$ cat src/rtl/gpio_mw_pkg.sv
package gpio_mw_pkg;
  localparam logic [11:0] OFS_MASK_LO = 12'h000;
  localparam logic [11:0] OFS_MASK_HI = 12'h004;
  localparam logic [11:0] OFS_LEVEL   = 12'h040;
  localparam logic [11:0] OFS_PINS    = 12'h060;
  localparam logic [11:0] OFS_DIR     = 12'h204;
  localparam logic [11:0] OFS_DRVEN   = 12'h208;

  typedef enum logic [2:0] {
    SEL_NONE,
    SEL_MASK_LO,
    SEL_MASK_HI,
    SEL_LEVEL,
    SEL_PINS,
    SEL_DIR,
    SEL_DRVEN
  } reg_sel_e;
endpackage

$ cat src/rtl/gpio_mw_decode.sv
module gpio_mw_decode
  import gpio_mw_pkg::*;
#(
  parameter int unsigned ADDR_W = 12
) (
  input  logic [ADDR_W-1:0] addr,
  output reg_sel_e          sel
);
  always_comb begin
    if (addr == ADDR_W'(OFS_MASK_LO))      sel = SEL_MASK_LO;
    else if (addr == ADDR_W'(OFS_MASK_HI)) sel = SEL_MASK_HI;
    else if (addr == ADDR_W'(OFS_LEVEL))   sel = SEL_LEVEL;
    else if (addr == ADDR_W'(OFS_PINS))    sel = SEL_PINS;
    else if (addr == ADDR_W'(OFS_DIR))     sel = SEL_DIR;
    else if (addr == ADDR_W'(OFS_DRVEN))   sel = SEL_DRVEN;
    else                                   sel = SEL_NONE;
  end
endmodule

$ cat src/rtl/gpio_mw_sync.sv
module gpio_mw_sync #(
  parameter int unsigned W      = 32,
  parameter int unsigned STAGES = 2
) (
  input  logic         clk,
  input  logic         rst_n,
  input  logic [W-1:0] d,
  output logic [W-1:0] q
);
  logic [W-1:0] stage_q [STAGES];

  for (genvar s = 0; s < STAGES; s++) begin : g_stage
    always_ff @(posedge clk) begin
      if (!rst_n) stage_q[s] <= '0;
      else if (s == 0) stage_q[s] <= d;
      else stage_q[s] <= stage_q[(s == 0) ? 0 : s-1];
    end
  end

  assign q = stage_q[STAGES-1];
endmodule

$ cat src/rtl/gpio_mw_regs.sv
module gpio_mw_regs
  import gpio_mw_pkg::*;
#(
  parameter int unsigned     NPINS  = 32,
  parameter logic [NPINS-1:0] PINNED = 'h180
) (
  input  logic             clk,
  input  logic             rst_n,
  input  logic             we,
  input  reg_sel_e         sel,
  input  logic [NPINS-1:0] wdata,
  output logic [NPINS-1:0] level_q,
  output logic [NPINS-1:0] dir_q,
  output logic [NPINS-1:0] drven_q
);
  localparam int unsigned HALF = NPINS / 2;

  logic [NPINS-1:0] level_d;
  logic [HALF-1:0]  keep;
  logic [HALF-1:0]  newbits;

  assign keep    = wdata[NPINS-1:HALF];
  assign newbits = wdata[HALF-1:0];

  // output level: full replace or per-half masked merge
  always_comb begin
    level_d = level_q;
    if (we) begin
      unique case (sel)
        SEL_LEVEL:   level_d = wdata;
        SEL_MASK_LO: level_d[HALF-1:0] =
                       (level_q[HALF-1:0] & keep) | (newbits & ~keep);
        SEL_MASK_HI: level_d[NPINS-1:HALF] =
                       (level_q[NPINS-1:HALF] & keep) | (newbits & ~keep);
        default: ;
      endcase
    end
  end

  always_ff @(posedge clk) begin
    if (!rst_n) begin
      level_q <= '0;
      drven_q <= '0;
    end else begin
      level_q <= level_d;
      if (we && sel == SEL_DRVEN) drven_q <= wdata;
    end
  end

  // direction: pinned bits are constant 1, the rest are flops
  for (genvar g = 0; g < NPINS; g++) begin : g_dir
    if (PINNED[g]) begin : g_pinned
      assign dir_q[g] = 1'b1;
    end else begin : g_free
      logic bit_q;
      always_ff @(posedge clk) begin
        if (!rst_n) bit_q <= 1'b0;
        else if (we && sel == SEL_DIR) bit_q <= wdata[g];
      end
      assign dir_q[g] = bit_q;
    end
  end
endmodule

$ cat src/rtl/gpio_mw_rdmux.sv
module gpio_mw_rdmux
  import gpio_mw_pkg::*;
#(
  parameter int unsigned NPINS = 32
) (
  input  reg_sel_e         sel,
  input  logic [NPINS-1:0] level_q,
  input  logic [NPINS-1:0] pin_q,
  input  logic [NPINS-1:0] dir_q,
  input  logic [NPINS-1:0] drven_q,
  output logic [NPINS-1:0] rdata
);
  localparam int unsigned HALF = NPINS / 2;

  always_comb begin
    unique case (sel)
      SEL_MASK_LO: rdata = {{HALF{1'b0}}, level_q[HALF-1:0]};
      SEL_MASK_HI: rdata = {{HALF{1'b0}}, level_q[NPINS-1:HALF]};
      SEL_LEVEL:   rdata = level_q;
      SEL_PINS:    rdata = pin_q;
      SEL_DIR:     rdata = dir_q;
      SEL_DRVEN:   rdata = drven_q;
      default:     rdata = '0;
    endcase
  end
endmodule

$ cat src/rtl/gpio_mw_bank.sv
module gpio_mw_bank
  import gpio_mw_pkg::*;
#(
  parameter int unsigned      NPINS  = 32,
  parameter int unsigned      ADDR_W = 12,
  parameter int unsigned      SYNC_N = 2,
  parameter logic [NPINS-1:0] PINNED = 'h180
) (
  input  logic              clk,
  input  logic              rst_n,
  input  logic [ADDR_W-1:0] bus_addr,
  input  logic              bus_we,
  input  logic [NPINS-1:0]  bus_wdata,
  output logic [NPINS-1:0]  bus_rdata,
  input  logic [NPINS-1:0]  pad_in,
  output logic [NPINS-1:0]  pad_out,
  output logic [NPINS-1:0]  pad_oe
);
  reg_sel_e         sel;
  logic [NPINS-1:0] level_q;
  logic [NPINS-1:0] dir_q;
  logic [NPINS-1:0] drven_q;
  logic [NPINS-1:0] pin_q;

  gpio_mw_decode #(.ADDR_W(ADDR_W)) u_dec (
    .addr (bus_addr),
    .sel  (sel)
  );

  gpio_mw_regs #(.NPINS(NPINS), .PINNED(PINNED)) u_regs (
    .clk     (clk),
    .rst_n   (rst_n),
    .we      (bus_we),
    .sel     (sel),
    .wdata   (bus_wdata),
    .level_q (level_q),
    .dir_q   (dir_q),
    .drven_q (drven_q)
  );

  gpio_mw_sync #(.W(NPINS), .STAGES(SYNC_N)) u_sync (
    .clk   (clk),
    .rst_n (rst_n),
    .d     (pad_in),
    .q     (pin_q)
  );

  gpio_mw_rdmux #(.NPINS(NPINS)) u_rd (
    .sel     (sel),
    .level_q (level_q),
    .pin_q   (pin_q),
    .dir_q   (dir_q),
    .drven_q (drven_q),
    .rdata   (bus_rdata)
  );

  assign pad_out = level_q;
  assign pad_oe  = dir_q & drven_q;
endmodule

$ cat config.mk
export PLATFORM = sky130hd
export DESIGN_NAME = gpio_mw_bank
export DESIGN_NICKNAME = d
export VERILOG_FILES = /design/src/rtl/gpio_mw_pkg.sv /design/src/rtl/gpio_mw_decode.sv /design/src/rtl/gpio_mw_sync.sv /design/src/rtl/gpio_mw_regs.sv /design/src/rtl/gpio_mw_rdmux.sv /design/src/rtl/gpio_mw_bank.sv
export SDC_FILE = /design/constraint.sdc
export NUM_CORES = 1
export LEC_CHECK = 0
export ABC_AREA = 1
export BUFFER_PORTS_ARGS = -buffer_cell sky130_fd_sc_hd__buf_4
export CORE_UTILIZATION = 41
export DETAILED_ROUTE_END_ITERATION = 10
export PLACE_DENSITY = 0.72
export SYNTH_ARGS = -nofsm -noshare
export SYNTH_HDL_FRONTEND = slang
export SYNTH_SLANG_ARGS = --single-unit
$ cat constraint.sdc
create_clock -name clk -period 3.9 [get_ports clk]
set_clock_uncertainty 0.15 [all_clocks]
set_input_delay 0.78 -clock clk [delete_from_list [all_inputs] [get_ports clk]]
set_output_delay 0.78 -clock clk [all_outputs]
set_load 0.02 [all_outputs]
==> implementation parameters <==
Parameter                              Value

Status
  Violated checks ... DRC
  Result of the run ... complete, but fails checks

CTS
  Clock latency of the later-clocked register in the worst-skew pair ... approximately 0.42 ns
  H-tree depth ... 4
  Resize count post-CTS ... 0
  Number of buffers inserted during clock tree synthesis ... 17
  Clock tree from TritonCTS ... built
  Post-CTS setup repair buffer count ... 0
  Post-cts hold buffer count ... 0
  TritonCTS sink count ... 158
  CTS root buffer ... clkbuf_16
  Post-CTS clock slew at the launch and capture registers of the worst setup and hold paths ... around 0.060 ns
  Maximum number of buffers from clock root to sink ... 2

Die
  Row count ... 49
  Chip height ... 138.5 um
  Area inside the core boundary ... 18090 um^2
  Die span in x ... ~140 um
  Effective utilization at floorplan ... 0.4221
  Die area ... about 19000 um^2
  Count of boundary I/O pins ... 175

Global routing
  GR Overflow Total ... 0
  Number of global-route vias before repair ... 6825
  First-pass GRT wire length ... ~37 mm
  Overall global routing resource usage ... 0.2494
  Largest net degree at the start of global routing ... 74
  Number of antenna violations at the first check in global routing ... 0

Power and ir drop
  Power density normalized to cell area ... 372.9 nW/um^2
  Highest ir drop seen on vdd ... between 0.3 and 0.4 mV
  Logic pwr share ... 0.054
  Net Sw Power ... 824.0 uW
  Internal power summed over all cells ... 2780 uW
  Static Leakage ... 0.005188 uW
  Sequential share of power ... 0.459
  Net switching fraction of the power ... 0.2286
  Clk network pwr share ... 0.487

Worst setup path
  Count of cells along the worst register-to-register path ... 4
  Setup CP Type ... in2out
  WP data required ... 2.97 ns
  Arrival @ worst endpoint ... 2.41 ns
  R2R setup slack ... 2.94 ns
  CP max FO ... 17
  Nature of the critical path endpoint ... output pin
  Setup crit start kind ... input pin

Cells and area
  Area added between synthesis and finish ... 26.60%
  Filler instances ... approximately 1.8k
  Number of antenna diodes ... 0
  Area of all sequential standard cells ... 3163 um^2
  Design Area, Final ... 9664 um^2
  Area of the multi-input gates ... 3094 um^2
  Net count, final ... 1419
  Fraction of final layout cells sized beyond drive strength 1 ... 0.1796

Worst hold path
  Destination of the worst hold path ... u_sync.stage_q[1][15]$_SDFF_PN0_
  WHS Path Cells ... 2
  Startpoint of the lowest-slack hold path ... u_sync.stage_q[0][15]$_SDFF_PN0_
  Hold Path Class ... reg2reg

STA
  Final Setup Violations ... 0
  Unrepaired setup endpoints after global routing ... no
  Crit path setup slack, layout ... 0.5648 ns
  Clock period minus worst slack ... 3.335 ns
  Hold Violations, Final ... 0
  Slew headroom ... 0.5199
  Worst Max-Slew Pin Slew ... ~0.7 ns
  Final clock period utilization by the worst path ... 0.8552
  Final Slew Violations ... 0
  Fmax ... 299.8 MHz
  Sum Neg Setup Slack ... 0 ns

Synth
  Count of different cell masters after synthesis ... 27
  Count of state elements after synthesis ... 158
  Register area share after synthesis ... 0.4144
  Area of the mapped netlist ... between 7000 and 8000 um^2
  Total nets after synthesis ... 1274
  Avg Cell Area, Syn ... 6.388 um^2
  Yosys warning count ... 0
  Synthesized netlist cell count ... 1195

Detailed routing
  Final wirelength ... 23.74 mm
  Total iterations of the first detailed-routing run ... 9
  Starting DRC count in detailed routing ... 922
  Number of nets still failing antenna checks after routing ... 0
  DRC ... 18
  Wire length per cell ... 15.00 um
  Via count ... 7748
  Number of vias per cell after detailed routing ... between 4 and 5

Place
  Count of buffers from port buffering ... 174
  Pre-CTS setup slack ... 0.5624 ns
  Area post-placement ... 9032 um^2
  Half-perimeter wire length of the detailed placement result ... 16.93 mm
  Final Wtd Congestion ... approximately 0.87

Job
  Count of max-cap constraint violations ... 0
[synth_stat cells, drive strengths merged]
| cell type | n | area share |
|---|---|---|
| a21oi | 46 | 0.030 |
| and2 | 1 | 0.00082 |
| and3 | 1 | 0.00082 |
| buf | 41 | 0.033 |
| clkbuf | 22 | 0.011 |
| clkinv | 2 | 0.0011 |
| dfxtp | 158 | 0.41 |
| inv | 276 | 0.14 |
| nand2 | 317 | 0.16 |
| nand3 | 112 | 0.073 |
| nand3b | 2 | 0.0025 |
| nand4 | 48 | 0.039 |
| nor2 | 122 | 0.067 |
| nor3 | 1 | 0.00066 |
| o21ai | 46 | 0.030 |
[through the flow]
step                      hold WS [ns]  cells    util  power [uW]
after CTS                       0.2611   1582  0.5343        3618
after global placement          0.2447   1550  0.4994        1880
final                           0.2608   1582  0.5343        3604
after floorplan                 0.2405   1195       -        1769
after detailed placement        0.2453   1550  0.4994        1881
after global routing            0.2709   1582  0.5343        3719
[final cells by class]
type | instances | share of cell area
Sequential cell | 158 | 0.3273
Multi-Input combinational cell | 696 | 0.3202
Timing Repair Buffer | 189 | 0.1494
Inverter | 278 | 0.1081
Clock buffer | 19 | 0.04687
Tap cell | 229 | 0.02965
Clock inverter | 13 | 0.01851
[power groups by stage]
stage	Clock [uW]	Sequential, uW	Combinational (uW)
CTS	1770	1650	193
floorplan	0	1690	82.3
finish	1760	1650	195
global placement	0	1690	190
detailed placement	0	1690	192
global route	1850	1650	215
[critical path: stages]
cell     delay (ns)
buf_4          0.11
nor2_1         0.16
nand2_1        0.19
inv_2          0.09
buf_4          0.23
nand2_2        0.29
nor2_1         0.18
a21oi_1        0.07
nand3_1        0.16
buf_4          0.15
[placed cells by master, fill, tap and decap left out]
| cell | count |
|---|---|
| inv_1 | 272 |
| clkbuf_16 | 17 |
| nand2_1 | 308 |
| dfxtp_1 | 158 |
| bufinv_16 | 3 |
| nand4_1 | 48 |
| nor2_4 | 4 |
| inv_2 | 4 |
| inv_6 | 3 |
| o21ai_1 | 10 |
| nand3b_1 | 1 |
| nor3_1 | 1 |
| clkinvlp_4 | 1 |
| inv_8 | 1 |
| clkinv_4 | 5 |
| clkbuf_8 | 2 |
| buf_4 | 187 |
| a21oi_1 | 46 |
| nand3b_2 | 1 |
| clkinv_2 | 1 |
| nor2_1 | 115 |
| nand2_4 | 3 |
| o21ai_0 | 36 |
| and3_1 | 1 |
| nor2_2 | 2 |
| clkinv_1 | 1 |
| and2_1 | 1 |
| nand2_2 | 6 |
| nand3_1 | 112 |
| nor2_8 | 1 |
| buf_12 | 2 |
[worst max-delay path by stage]
stage / start / end / slack [ns] / cells after the start
after floorplan: bus_addr[7] / bus_rdata[20] / 1.07 / 8
final: bus_addr[1] / bus_rdata[3] / 0.56 / 10
after global placement: bus_addr[1] / bus_rdata[0] / 0.59 / 10
after global routing: bus_addr[1] / bus_rdata[6] / 0.43 / 10
after CTS: bus_addr[1] / bus_rdata[3] / 0.56 / 10
after detailed placement: bus_addr[1] / bus_rdata[3] / 0.56 / 10
[layer usage]
metal,vias up,track usage,part of all wire,wire length [um]
met2,384,0.3722,0.43,10280
met4,0,0.09344,0.022,511
met3,38,0.04641,0.094,2231
met1,3453,0.3557,0.45,10720
met5,-,0,0,0
li1,3873,-,-,-
[kinds of logic (layout without fill, tap and decap cells)]
logic type | count (synthesis) | in the layout | share of synthesized area
AO/OA/AOI/OAI | 92 | 92 | 0.06032
buffers and inverters | 341 | 499 | 0.1803
flip-flops | 158 | 158 | 0.4144
AND/OR/NAND/NOR | 604 | 604 | 0.3450
(Power assumes the default switching activity.)
